[config.mk]
export PLATFORM = sky130hd
export DESIGN_NAME = irq_vec_ctrl
export DESIGN_NICKNAME = d
export VERILOG_FILES = /design/src/rtl/ivc_pkg.sv /design/src/rtl/ivc_sync.sv /design/src/rtl/ivc_edge.sv /design/src/rtl/ivc_prio.sv /design/src/rtl/irq_vec_ctrl.sv
export SDC_FILE = /design/constraint.sdc
export NUM_CORES = 1
export LEC_CHECK = 0
export BUFFER_PORTS_ARGS = -buffer_cell sky130_fd_sc_hd__buf_2
export CELL_PAD_IN_SITES_DETAIL_PLACEMENT = 0
export CELL_PAD_IN_SITES_GLOBAL_PLACEMENT = 1
export CORE_ASPECT_RATIO = 0.75
export CORE_MARGIN = 2
export CORE_UTILIZATION = 36
export DETAILED_ROUTE_END_ITERATION = 8
export GPL_TIMING_DRIVEN = 0
export PLACE_DENSITY = 0.73
export SYNTH_ARGS = -nofsm -noshare
export SYNTH_HDL_FRONTEND = slang
export SYNTH_SLANG_ARGS = --single-unit
[constraint.sdc]
create_clock -name clk -period 1.3 [get_ports clk]
set_input_delay 0.13 -clock clk [delete_from_list [all_inputs] [get_ports clk]]
set_output_delay 0.13 -clock clk [all_outputs]
set_load 0.005 [all_outputs]
[src/rtl/ivc_pkg.sv]
package ivc_pkg;

    localparam int NSRC = 7;

    // Source codes in priority order: lower code wins.
    typedef enum logic [2:0] {
        SRC_RST = 3'd0,
        SRC_NMI = 3'd1,
        SRC_COP = 3'd2,
        SRC_ADC = 3'd3,
        SRC_TMR = 3'd4,
        SRC_PIN = 3'd5,
        SRC_EXT = 3'd6
    } src_e;

    typedef enum logic [1:0] {
        ST_IDLE  = 2'd0,
        ST_GRANT = 2'd1,
        ST_STBY  = 2'd2,
        ST_SLEEP = 2'd3
    } state_e;

    // Sources held back by the global mask.
    localparam logic [NSRC-1:0] MASKABLE = 7'b111_1100;

    // Word-pair slot above the vector base for each source.
    function automatic logic [2:0] vec_slot(input src_e s);
        logic [2:0] r;
        unique case (s)
            SRC_COP: r = 3'd0;
            SRC_ADC: r = 3'd1;
            SRC_TMR: r = 3'd3;
            SRC_PIN: r = 3'd4;
            SRC_NMI: r = 3'd5;
            SRC_RST: r = 3'd6;
            SRC_EXT: r = 3'd7;
            default: r = 3'd6;
        endcase
        return r;
    endfunction

endpackage

[src/rtl/ivc_sync.sv]
module ivc_sync #(
    parameter int   W       = 1,
    parameter int   STAGES  = 2,
    parameter logic RST_VAL = 1'b0
) (
    input  logic         clk,
    input  logic         rst_n,
    input  logic [W-1:0] d,
    output logic [W-1:0] q
);
    logic [W-1:0] stg [STAGES];

    always_ff @(posedge clk or negedge rst_n) begin
        if (!rst_n) begin
            for (int i = 0; i < STAGES; i++) stg[i] <= {W{RST_VAL}};
        end else begin
            stg[0] <= d;
            for (int i = 1; i < STAGES; i++) stg[i] <= stg[i-1];
        end
    end

    assign q = stg[STAGES-1];
endmodule

[src/rtl/ivc_edge.sv]
module ivc_edge #(
    parameter int   W       = 1,
    parameter logic FALL    = 1'b0,
    parameter logic RST_VAL = 1'b0
) (
    input  logic         clk,
    input  logic         rst_n,
    input  logic [W-1:0] lvl,
    output logic [W-1:0] hit
);
    logic [W-1:0] prev;

    always_ff @(posedge clk or negedge rst_n) begin
        if (!rst_n) prev <= {W{RST_VAL}};
        else        prev <= lvl;
    end

    generate
        if (FALL) begin : g_fall
            assign hit = prev & ~lvl;
        end else begin : g_rise
            assign hit = ~prev & lvl;
        end
    endgenerate
endmodule

[src/rtl/ivc_prio.sv]
module ivc_prio
    import ivc_pkg::*;
#(
    parameter int N = NSRC
) (
    input  logic [N-1:0] req,
    output logic         any,
    output src_e         win
);
    assign any = |req;

    always_comb begin
        win = SRC_RST;
        for (int i = N - 1; i >= 0; i--) begin
            if (req[i]) win = src_e'(3'(i));
        end
    end
endmodule

[src/rtl/irq_vec_ctrl.sv]
module irq_vec_ctrl
    import ivc_pkg::*;
#(
    parameter int             NPIN        = 8,
    parameter int             SYNC_STAGES = 2,
    parameter int             AW          = 16,
    parameter logic [AW-1:0]  VEC_BASE    = 16'hFFF0
) (
    input  logic            clk,
    input  logic            rst_n,
    input  logic            nmi_evt,
    input  logic            cop_evt,
    input  logic            adc_evt,
    input  logic            tmr_evt,
    input  logic [NPIN-1:0] pin_in,
    input  logic            pin_en_n_we,
    input  logic [NPIN-1:0] pin_en_n_wdata,
    input  logic            ext_pin,
    input  logic            ext_irq_mode,
    input  logic            irq_mask,
    input  logic            ack,
    input  logic            stby_req,
    input  logic            sleep_req,
    output logic            vec_valid,
    output logic [AW-1:0]   vec_addr,
    output logic [2:0]      vec_src,
    output logic            cpu_hold,
    output logic            wake
);
    localparam logic [NSRC-1:0] NONRESET = ~(NSRC'(1) << SRC_RST);

    // ---------------- pin front end ----------------
    logic [NPIN-1:0] pin_s;
    logic [NPIN-1:0] pin_fall;
    logic [0:0]      ext_s;
    logic [0:0]      ext_rise;
    logic [NPIN-1:0] pin_en_n;

    ivc_sync #(.W(NPIN), .STAGES(SYNC_STAGES), .RST_VAL(1'b1)) u_pin_sync (
        .clk(clk), .rst_n(rst_n), .d(pin_in), .q(pin_s)
    );
    ivc_edge #(.W(NPIN), .FALL(1'b1), .RST_VAL(1'b1)) u_pin_edge (
        .clk(clk), .rst_n(rst_n), .lvl(pin_s), .hit(pin_fall)
    );
    ivc_sync #(.W(1), .STAGES(SYNC_STAGES), .RST_VAL(1'b0)) u_ext_sync (
        .clk(clk), .rst_n(rst_n), .d(ext_pin), .q(ext_s)
    );
    ivc_edge #(.W(1), .FALL(1'b0), .RST_VAL(1'b0)) u_ext_edge (
        .clk(clk), .rst_n(rst_n), .lvl(ext_s), .hit(ext_rise)
    );

    always_ff @(posedge clk or negedge rst_n) begin
        if (!rst_n)           pin_en_n <= '1;
        else if (pin_en_n_we) pin_en_n <= pin_en_n_wdata;
    end

    // ---------------- pending flags ----------------
    state_e          state, state_nxt;
    src_e            cur_src;
    logic [NSRC-1:0] pend, set_v, clr_v, elig;
    logic            any_elig;
    src_e            win;

    always_comb begin
        set_v          = '0;
        set_v[SRC_NMI] = nmi_evt;
        set_v[SRC_COP] = cop_evt;
        set_v[SRC_ADC] = adc_evt;
        set_v[SRC_TMR] = tmr_evt;
        set_v[SRC_PIN] = |(pin_fall & ~pin_en_n);
        set_v[SRC_EXT] = ext_rise[0] & ext_irq_mode;
    end

    assign clr_v = (state == ST_GRANT && ack) ? (NSRC'(1) << cur_src) : '0;

    always_ff @(posedge clk or negedge rst_n) begin
        if (!rst_n) pend <= NSRC'(1) << SRC_RST;
        else        pend <= (pend & ~clr_v) | set_v;
    end

    assign elig = pend & ~(irq_mask ? MASKABLE : '0);

    ivc_prio #(.N(NSRC)) u_prio (.req(elig), .any(any_elig), .win(win));

    // ---------------- state machine ----------------
    always_ff @(posedge clk or negedge rst_n) begin
        if (!rst_n) begin
            state   <= ST_IDLE;
            cur_src <= SRC_RST;
        end else begin
            state <= state_nxt;
            if (state == ST_IDLE && any_elig) cur_src <= win;
        end
    end

    always_comb begin
        state_nxt = state;
        unique case (state)
            ST_IDLE: begin
                if (any_elig)       state_nxt = ST_GRANT;
                else if (sleep_req) state_nxt = ST_SLEEP;
                else if (stby_req)  state_nxt = ST_STBY;
            end
            ST_GRANT: if (ack)                     state_nxt = ST_IDLE;
            ST_STBY:  if (|(pend & NONRESET))      state_nxt = ST_IDLE;
            ST_SLEEP: if (pend[SRC_EXT])           state_nxt = ST_IDLE;
            default:                               state_nxt = ST_IDLE;
        endcase
    end

    always_comb begin
        vec_valid = (state == ST_GRANT);
        vec_src   = cur_src;
        vec_addr  = VEC_BASE + (AW'(vec_slot(cur_src)) << 1);
        cpu_hold  = (state == ST_STBY) || (state == ST_SLEEP);
        wake      = ((state == ST_STBY)  && |(pend & NONRESET)) ||
                    ((state == ST_SLEEP) && pend[SRC_EXT]);
    end
endmodule

* Yosys cells after proc, flatten, opt, wreduce, memory -nomap -nowiden
Index checks and enable logic that the tools add are counted.
Word-level totals: output and inout port bits 22, input bits 29, register bits 47, word-level logic and storage cells 65
Cells by class: add/subtract/negate cells 1, reductions and logical operators 11, muxes and demuxes 17, bitwise operators 12, shifts and indexed selects 1, eq/ne operators 13
Operator list (count):
- $mux 3 | 7
- $pmux 3 s6 | 1
- $and 8x8->8 | 2
- $not 8->8 | 2
- $and 7x7->7 | 2
- $mux 7 | 2
- $not 7->7 | 2
- $mux 2 | 6
- $eq 3x3->1 const B | 3
- $pmux 2 s4 | 1
- $reduce_or 8->1 | 1
- $or 7x7->7 | 1
- $reduce_or 7->1 | 1
- $shl 1x3->7 const A | 1
- $add 5x5->6 const A | 1
- $eq 3x2->1 const B | 2
- $ne 2x2->1 const B | 3
- $reduce_or 6->1 | 1
- $eq 2x2->1 const B | 2
- $logic_and 1x1->1 | 4
- $ne 4x4->1 const B | 1
- $reduce_and 4->1 | 1
- $eq 3x1->1 const B | 1
- $and 1x1->1 | 2
- other kinds (4) | 5

* Longest topological paths before layout
Gate-level depths: netlist (run 1).
depth after elaboration 10, depth in mapped cells 4, gate-level depth less buffers 3

* Cells and area by module
Synthesis (run 1) repeated with hierarchy kept, for this count alone.
Second synthesis, totals: cells, all modules 157, area total of the unflattened synthesis 2054.5 um^2
By module, submodules not included:
- irq_vec_ctrl | seq. area each 511.7 um^2, times used 1, cells an instance 102, area an instance 1092.3 um^2
- ivc_sync (u_pin_sync) | seq. area each 420.4 um^2, times used 1, cells an instance 24, area an instance 480.5 um^2
- ivc_edge (u_pin_edge) | seq. area each 210.2 um^2, times used 1, cells an instance 16, area an instance 320.3 um^2
- ivc_prio | seq. area each 0.0 um^2, times used 1, cells an instance 11, area an instance 72.6 um^2
- ivc_sync (u_ext_sync) | seq. area each 50.0 um^2, times used 1, cells an instance 2, area an instance 50.0 um^2
- ivc_edge (u_ext_edge) | seq. area each 25.0 um^2, times used 1, cells an instance 2, area an instance 38.8 um^2

* Least setup slack after synthesis (run 1)
Ideal clock, no wire load.
path type reg2reg, from reg pend[6], to reg cur_src[0] (netlist: vec_src[0]), stages on the path, launching flop included 4, setup time 0.086 ns, data required time 1.214 ns, clock period less this slack 1.337 ns, setup slack -0.037 ns, arrival time 1.252 ns, buffers on the path 0, cells stage by stage dfrtp_1 -> or3_4 -> o41a_1 -> a32oi_1
On the way: cells in the longest elaborated chain, start to end 3
RTL lines:
- start: declaration | line irq_vec_ctrl.sv:60 | logic [NSRC-1:0] pend, set_v, clr_v, elig;
- start signal: assignment | line irq_vec_ctrl.sv:77 | if (!rst_n) pend <= NSRC'(1) << SRC_RST;
- start signal: assignment | line irq_vec_ctrl.sv:78 | else pend <= (pend & ~clr_v) | set_v;
- $and 7x7->7 | line irq_vec_ctrl.sv:81 | assign elig = pend & ~(irq_mask ? MASKABLE : '0);
- $reduce_or 7->1 | line ivc_prio.sv:10 | assign any = |req;
- $logic_and 1x1->1 | line irq_vec_ctrl.sv:92 | if (state == ST_IDLE && any_elig) cur_src <= win;
- end signal: assignment | line irq_vec_ctrl.sv:92
- end: declaration | line irq_vec_ctrl.sv:59 | src_e cur_src;
No other way between the ends. A chain may end at the register's enable or synchronous reset.

* Final worst setup path (run 1)
from reg pend[4], to reg cur_src[0] (netlist: vec_src[0])
On the way: cells in the longest elaborated chain, start to end 6, elaborated cells on any way between the ends 8, classes of those cells 5 x mux; 1 x bitwise; 2 x reduce/logical
RTL lines:
- $and 7x7->7 (*) | line irq_vec_ctrl.sv:81
- $mux 3 (5 in a row) | line ivc_prio.sv:15 | if (req[i]) win = src_e'(3'(i));
Every way passes the cells marked *; elsewhere a longest branch is shown, timed or not.

==> impl_metrics.json, run 1 <==
{
  "status": "finished, violations left",
  "violations": "negative hold slack, negative setup slack",
  "ir_worst_vdd_v": 0.000615,
  "min-delay-path-class": "primary input to async pin",
  "async_flop_share": 1.00,
  "post-route-period-util": 1.21,
  "grt_setup_unrepaired": "true",
  "syn_avg_cell_area_sq_um": 13.3,
  "synth.area.mux_share": 0.0486,
  "max_freq_mhz": 636,
  "crit_path_max_fanout": 4,
  "relSlewSlack": 0.347,
  "drc_errors": 0,
  "vias": 1297,
  "cap_violations": 0,
  "worst_hold_slack_ps": -6.99,
  "crit_path_start_kind": "flop",
  "port_buffers": 36,
  "placementRows": 22,
  "grt_pass1_vias": 1329,
  "die_area_sq_mm": 0.00574,
  "vias_per_cell": 4.73,
  "synthDistinctLibCells": 35,
  "postRouteAntennaNets": 0,
  "htree_levels": 2,
  "finalSetupViolations": 8,
  "dp_hpwl_um": 2490,
  "syn_area_sq_mm": 0.00185,
  "initial_utilization": 0.376,
  "synth_xor_area_frac": 0.00473,
  "clockBufferDepth": 2,
  "synth_top_family_by_area": "simple AND/OR/NAND/NOR gates",
  "drt_iter0_drc": 91,
  "worstPathRequired_ps": 1520,
  "path_cells": "buf_6 -> or3_4 -> o41a_1 -> a32oi_1",
  "critPathKind": "flop to flop",
  "cp-end-kind": "flop",
  "drive_above_1_share": 0.593,
  "die_w_um": 86.8,
  "synth_area_leaders": "dfstp_2 (47%), dfrtp_1 (19%), buf_4 (5.3%)",
  "power_density_mw_per_mm2": 1230,
  "drt_pass1_iterations": 5,
  "worst_slack_ps": -273,
  "ys_ff_latch": 47,
  "io_pins": 51,
  "grt_overflow": 0,
  "ys_warn_count": 0,
  "wl_per_cell_um": 13.8,
  "grt_max_degree": 48,
  "synth_compound_area_frac": 0.111,
  "p_leak_nw": 1.04,
  "nNetsFinal": 242,
  "clock_skew_ps": 7.53,
  "slew_violations": 0,
  "core_area_sq_mm": 0.00493,
  "synth_most_common_cell": "dfstp_2",
  "track_usage": 0.144,
  "n_antenna_cell": 0,
  "clk_pin_slew_ps": 80,
  "synth_top_cell_by_area": "dfstp_2",
  "synth_fa_ha_area_frac": 0,
  "routed_wl_um": 3770,
  "synth-simple-area-share": 0.114,
  "cts_buffers": 5,
  "worst_pin_slew_ps": 979,
  "die_h_um": 66.1,
  "yosysSeqAreaShare": 0.657,
  "synth_top_cell_area_share": 0.468,
  "grt_pass1_wl_um": 6270,
  "area.growth.synth_to_final_pct": 34.3,
  "place.gp.congestion": 0.805,
  "root_buffer": "clkbuf_8",
  "synth_edf_count": 0,
  "clock_latency_ps": 300,
  "antenna_found_initial": 0,
  "cts_tree": "done",
  "synth_cells": 139,
  "cts.sinks": 47,
  "arrival_ps": 1790,
  "hold_viol_final": 8,
  "critical_path.max_stage_delay_ps": 420,
  "p_total_mw": 3.06,
  "synth-main-ff-cell": "dfstp_2",
  "period_needed_ps": 1570,
  "synth_common_cells": "dfstp_2 (33), dfrtp_1 (14), buf_4 (13), o21ai_0 (9), mux2_2 (8)",
  "slowest_stage": "dfrtp_1"
}
[final cells by class]
type	count	area (sq um)
well taps	60	75.1
repair buffers	57	379
inverters	1	3.75
multi-input cells	86	609
clock inverters	1	5.00
plain buffers	15	105
fillers	441	2440
flip-flops and latches	47	1220
clock buffers	7	86.3
[report_power, final]
| group | internal [mW] | total [mW] | switching [mW] |
|---|---|---|---|
| Sequential | 1.61 | 1.70 | 0.0890 |
| Clock | 0.429 | 0.892 | 0.463 |
| Combinational | 0.270 | 0.467 | 0.196 |
[cell usage in the layout, fill, tap and decap left out, types with 2 or more instances in the layout]
cell / synthesis / layout
o41a_1: 2 / 2
dfstp_2: 33 / 33
o211ai_1: 2 / 2
clkbuf_8: 0 / 6
nor2_1: 7 / 6
or3b_2: 2 / 2
buf_4: 13 / 20
buf_2: 0 / 36
dlygate4sd3_1: 0 / 9
buf_6: 0 / 5
nand2_1: 4 / 3
dfrtp_2: 0 / 6
nand2b_4: 0 / 2
o21ai_0: 9 / 7
dfrtp_1: 14 / 8
clkbuf_1: 3 / 3
conb_1: 2 / 13
nand2b_1: 7 / 5
a22oi_1: 3 / 3
nor3b_1: 4 / 4
mux2_2: 8 / 8
a21oi_1: 3 / 2
o21ai_1: 0 / 2
nor3_1: 3 / 2
o21bai_1: 2 / 2
nor2b_1: 2 / 2
[metrics by stage]
| stage | utilization | cell area (sq um) | TNS, ps | worst slack, ps | std cells |
|---|---|---|---|---|---|
| final | 0.505 | 2490 | -832 | -273 | 274 |
| after detailed placement | 0.436 | 2150 | -250 | -131 | 246 |
| after global routing | 0.505 | 2490 | -1260 | -373 | 274 |
| after floorplan | - | 1890 | -36.8 | -36.8 | 150 |
| after CTS | 0.493 | 2430 | -646 | -238 | 271 |
| after global placement | 0.436 | 2150 | -153 | -101 | 246 |
[cell families (layout without fill, tap and decap cells)]
| logic type | Yosys count | after routing |
|---|---|---|
| flops | 47 | 47 |
| mux | 8 | 8 |
| simple gates | 35 | 35 |
| compound gates | 29 | 29 |
| buf+inv | 17 | 81 |
| other cells | 2 | 13 |
| xor+xnor | 1 | 1 |
[worst max-delay path, delay by kind of cell, from the launching register on]
kind,cells,cell delay [ps]
AOI/OAI and AO/OA,2,540
DFF,1,420
and+or+nand+nor,1,410
buffers and inverters,1,140
[state kept, by name, indices dropped and copies added, names as in the netlist]
register / flops
pend: 7
pin_en_n: 8
state: 2
u_ext_edge.prev: 1
u_ext_sync.q: 1
u_ext_sync.stg: 1
u_pin_edge.prev: 8
u_pin_sync.q: 8
u_pin_sync.stg: 8
vec_src: 3
[final timing paths]
kind | cells past startpoint | start | slack, ps | end
min reg2reg | 0 | u_ext_sync.stg[1] | 350 | u_ext_sync.q
max in group asynchronous | 1 | rst_n | 650 | vec_src[2]
max reg2reg | 4 | pend[4] | -270 | vec_src[0]
min | 1 | rst_n | -7 | pend[3]
max | 4 | pend[4] | -270 | vec_src[0]
min in group clk | 2 | nmi_evt | 20 | pend[1]
[routing by layer]
layer | global-route usage | share of wire | wire length [um] | up-vias
met5 | 0 | 0 | 0 | -
met1 | 0.176 | 0.43 | 1620 | 632
met2 | 0.236 | 0.50 | 1870 | 46
met3 | 0.0400 | 0.059 | 224 | 6
li1 | - | - | - | 613
met4 | 0.0703 | 0.016 | 59 | 0
[what timing repair did]
item | CTS | global route
setup buffers | 9 | 3
setup endpoints to repair | 8 | 11
hold endpoints to repair | 9 | 0
pin swaps | 4 | 5
hold buffers | 9 | 0
gates resized for setup | 9 | 13
Note: power is estimated with default switching activity, not from simulation.
==> run 2, diff against run 1 <==
--- a/config.mk
+++ b/config.mk
@@ -13,6 +13,7 @@
 export CORE_UTILIZATION = 36
 export DETAILED_ROUTE_END_ITERATION = 8
 export GPL_TIMING_DRIVEN = 0
+export HOLD_SLACK_MARGIN = 0.1
 export PLACE_DENSITY = 0.73
 export SYNTH_ARGS = -nofsm -noshare
 export SYNTH_HDL_FRONTEND = slang
==> impl_metrics.json, run 2 (synthesis gave the netlist of run 1 again) <==
{
  "drt_iter0_drc": 76,
  "crit_path_start_kind": "flop",
  "use_met2": 0.240,
  "hold_viol_final": 0,
  "max_freq_mhz": 637,
  "grt_use_met3": 0.0350,
  "arrival_ps": 1440,
  "drc_errors": 0,
  "clock_latency_ps": 300,
  "placementRows": 22,
  "track_usage": 0.149,
  "crit_path_max_fanout": 7,
  "postRouteAntennaNets": 0,
  "io_pins": 51,
  "worstPathRequired_ps": 1170,
  "relSlewSlack": 0.593,
  "clk_pin_slew_ps": 80,
  "routed_wl_um": 3820,
  "cts_tree": "done",
  "layout_commonest_cell": "buf_2",
  "grtUsageMet1": 0.189,
  "vias_per_cell": 4.66,
  "drt_pass1_iterations": 4,
  "cap_violations": 0,
  "violations": "negative setup slack",
  "grt_pass1_vias": 1398,
  "place.gp.congestion": 0.805,
  "die_h_um": 66.1,
  "clock_skew_ps": 6.21,
  "fillers": 441,
  "vias": 1346,
  "ir_worst_vdd_v": 0.000619,
  "status": "finished, violations left",
  "drive_above_1_share": 0.550,
  "place_ws_ps": -131,
  "die_area_sq_mm": 0.00574,
  "grt_pass1_wl_um": 6490,
  "port_buffers": 36,
  "top_usage_layer": "met2",
  "worst_slack_ps": -270,
  "n_antenna_cell": 0,
  "finalSetupViolations": 8,
  "dp_hpwl_um": 2490,
  "cp-end-kind": "output port",
  "worst_hold_slack_ps": 135,
  "p_total_mw": 3.08,
  "core_area_sq_mm": 0.00493,
  "htree_levels": 2,
  "die_w_um": 86.8,
  "slew_violations": 0,
  "min-delay-path-class": "primary input to flop",
  "final_cell_mix": "buf_2 (35), dfstp_2 (33), dlygate4sd3_1 (24)",
  "period_needed_ps": 1570,
  "reg2reg_slack_ps": -270,
  "worst_pin_slew_ps": 610,
  "root_buffer": "clkbuf_8",
  "cts.sinks": 47,
  "area.growth.synth_to_final_pct": 41.9,
  "critPathKind": "flop to output port",
  "clockBufferDepth": 2,
  "p_leak_nw": 1.09,
  "grt_overflow": 0,
  "cts_buffers": 5,
  "nNetsFinal": 257,
  "grt_setup_unrepaired": "true",
  "power_density_mw_per_mm2": 1170,
  "grt_max_degree": 48,
  "antenna_found_initial": 0,
  "post-route-period-util": 1.21,
  "initial_utilization": 0.376,
  "wl_per_cell_um": 13.2
}
-- run 2: cell count changes in the layout (fill, tap and decap cells not counted), sizes merged --
cell,delta
buf,-1
dlygate4sd3,+15
clkbuf,+1
-- run 2: what timing repair did --
item / CTS / global route
hold buffers: 24 / 0
setup buffers: 9 / 3
pin swaps: 4 / 5
gates resized for setup: 9 / 12
endpoints found under the hold margin: 37 / 0
endpoints found under the setup margin: 8 / 25
-- run 2: per-layer routing --
layer	wire [um]	share of wire
met2	1850	0.48
met4	68	0.018
met3	200	0.052
met5	0	0
met1	1700	0.45
-- run 2: path summary, 6_finish.rpt --
check / startpoint / endpoint / cells past startpoint
worst max-delay path: pend[2] / wake / 4
min in group asynchronous: rst_n / u_ext_sync.q / 2
worst max register to register: pend[4] / vec_src[0] / 4
worst min register to register: u_ext_sync.stg[1] / u_ext_sync.q / 0
worst min-delay path: stby_req / state[1] / 3
max in group asynchronous: rst_n / pend[1] / 2
-- run 2: worst max-delay path: stages, from the launching register on --
cell and delay (ps):
dfrtp_1 470, nor2_1 200, nand2_1 80, o311a_1 280, buf_2 130
-- run 2: where the power goes --
group,switching (mW),internal (mW)
Combinational,0.199,0.298
Sequential,0.0883,1.61
Clock,0.458,0.429
Total,0.746,2.34
-- run 2: final cells by class --
class / instances / area (sq um) / area share
Buffer: 15 / 105 / 0.0400
Clock buffer: 7 / 86.3 / 0.0328
Clock inverter: 1 / 5.00 / 0.00190
Inverter: 1 / 3.75 / 0.00143
Multi-Input combinational cell: 86 / 601 / 0.228
Sequential cell: 47 / 1220 / 0.466
Tap cell: 60 / 75.1 / 0.0286
Timing Repair Buffer: 72 / 528 / 0.201
-- run 2: through the flow --
step | instances | utilization | TNS, ps | cell area [sq um]
after global placement | 246 | 0.436 | -153 | 2150
after CTS | 286 | 0.523 | -646 | 2580
after floorplan | 150 | - | -36.8 | 1890
after global routing | 289 | 0.534 | -1260 | 2630
final | 289 | 0.534 | -866 | 2630
after detailed placement | 246 | 0.436 | -250 | 2150
==> run 3, diff against run 2 <==
--- a/config.mk
+++ b/config.mk
@@ -14,6 +14,7 @@
 export DETAILED_ROUTE_END_ITERATION = 8
 export GPL_TIMING_DRIVEN = 0
 export HOLD_SLACK_MARGIN = 0.1
+export MAX_ROUTING_LAYER = met4
 export PLACE_DENSITY = 0.73
 export SYNTH_ARGS = -nofsm -noshare
 export SYNTH_HDL_FRONTEND = slang
==> constraint.sdc (replaced) <==
create_clock -name clk -period 1.4 [get_ports clk]
set_input_delay 0.14 -clock clk [delete_from_list [all_inputs] [get_ports clk]]
set_output_delay 0.14 -clock clk [all_outputs]
set_load 0.005 [all_outputs]
==> impl_metrics.json, run 3 (synthesis gave the netlist of run 1 again) <==
{
  "arrival_ps": 1400,
  "die_area_sq_mm": 0.00574,
  "crit_path_max_fanout": 7,
  "relSlewSlack": 0.599,
  "clock_latency_ps": 300,
  "hold_viol_final": 0,
  "worst_hold_slack_ps": 136,
  "drt_pass1_iterations": 4,
  "grt_max_degree": 48,
  "drc_errors": 0,
  "cts_tree": "done",
  "crit_end": "wake",
  "worstPathRequired_ps": 1260,
  "worst_pin_slew_ps": 601,
  "dp_hpwl_um": 2390,
  "grt_pass1_wl_um": 5890,
  "worst_slack_ps": -144,
  "finalSetupViolations": 4,
  "htree_levels": 2,
  "postRouteAntennaNets": 0,
  "cts.sinks": 47,
  "ir_worst_vdd_v": 0.000518,
  "p_leak_nw": 1.08,
  "period_needed_ps": 1540,
  "die_h_um": 66.1,
  "io_pins": 51,
  "wl_per_cell_um": 12.9,
  "grt_overflow": 0,
  "track_usage": 0.142,
  "power_density_mw_per_mm2": 1090,
  "violations": "negative setup slack",
  "port_buffers": 36,
  "nNetsFinal": 256,
  "routed_wl_um": 3700,
  "reg2reg_depth": 4,
  "vias": 1350,
  "placed_cells": 246,
  "fin_cells": 288,
  "r2r_end": "vec_src[0]",
  "root_buffer": "clkbuf_8",
  "antenna_found_initial": 0,
  "cts_buffers": 5,
  "grt_pass1_vias": 1269,
  "place.gp.congestion": 0.820,
  "drt_iter0_drc": 110,
  "clockBufferDepth": 2,
  "reg2reg_slack_ps": -140,
  "slew_violations": 0,
  "layout_commonest_cell": "buf_2",
  "setup.worst_path.start": "pend[3]",
  "cap_violations": 0,
  "clk_pin_slew_ps": 90,
  "timing.rr.start": "pend[4]",
  "cp-end-kind": "output port",
  "core_area_sq_mm": 0.00493,
  "vias_per_cell": 4.69,
  "initial_utilization": 0.376,
  "die_w_um": 86.8,
  "critPathKind": "flop to output port",
  "fin_util": 0.525,
  "n_antenna_cell": 0,
  "final_cell_mix": "buf_2 (35), dfstp_2 (33), dlygate4sd3_1 (24)",
  "drive_above_1_share": 0.531,
  "p_total_mw": 2.83,
  "max_freq_mhz": 647,
  "min-delay-path-class": "primary input to flop",
  "grt_setup_unrepaired": "true",
  "clock_skew_ps": 7.97,
  "crit_path_start_kind": "flop",
  "post-route-period-util": 1.10,
  "placementRows": 22,
  "status": "finished, violations left",
  "area.growth.synth_to_final_pct": 39.7
}
[run 3: cell count changes in the layout (fill, tap and decap cells not counted), sizes merged]
cell | before | now
buf | 60 | 58
clkbuf | 10 | 9
inv | 1 | 3
[run 3: worst max-delay path, cell delays in order (launching register included)]
cell and delay (ps):
dfrtp_2 460, nor2_1 170, nand2_1 70, o311a_1 280, buf_2 130
[run 3: repair_timing]
action | in CTS | in global routing
setup buffers | 5 | 5
pin swaps | 3 | 2
endpoints found under the hold margin | 37 | 0
resized for setup | 4 | 8
endpoints found under the setup margin | 4 | 9
hold buffers | 24 | 0
cloned | 0 | 0
[run 3: cell type report]
cell class / instances / area, sq um
flip-flops and latches: 47 / 1220
repair buffers: 70 / 498
fillers: 428 / 2340
plain buffers: 16 / 109
multi-input cells: 86 / 588
inverters: 1 / 3.75
clock buffers: 5 / 68.8
well taps: 60 / 75.1
clock inverters: 3 / 22.5
[run 3: worst min path at each step]
stage,startpoint,end,cells past startpoint
2_1_floorplan,rst_n,pend[1],0
3_3_place_gp,pin_in[2],u_pin_sync.stg[10],1
3_5_place_dp,pin_in[5],u_pin_sync.stg[13],1
4_1_cts,stby_req,state[1],3
5_1_grt,stby_req,state[1],3
6_report,stby_req,state[1],3
[run 3: report_power, final]
part | internal, mW | switching, mW | total, mW
logic | 0.250 | 0.176 | 0.426
clock network | 0.361 | 0.469 | 0.830
registers | 1.49 | 0.0794 | 1.57
total | 2.11 | 0.725 | 2.83
[run 3: through the flow]
step           setup slack, ps  cell area, sq um  TNS [ps]
6_report                  -144              2590      -393
4_1_cts                   -136              2530      -343
2_1_floorplan             62.8              1890         0
3_3_place_gp             -16.3              2150     -16.3
3_5_place_dp             -52.6              2150     -90.8
5_1_grt                   -238              2590      -719
[run 3: metal layers]
metal	GRT usage	routed length, um
met1	0.166	1640
met2	0.228	1830
met3	0.0474	181
met4	0.0527	48
met5	-	0
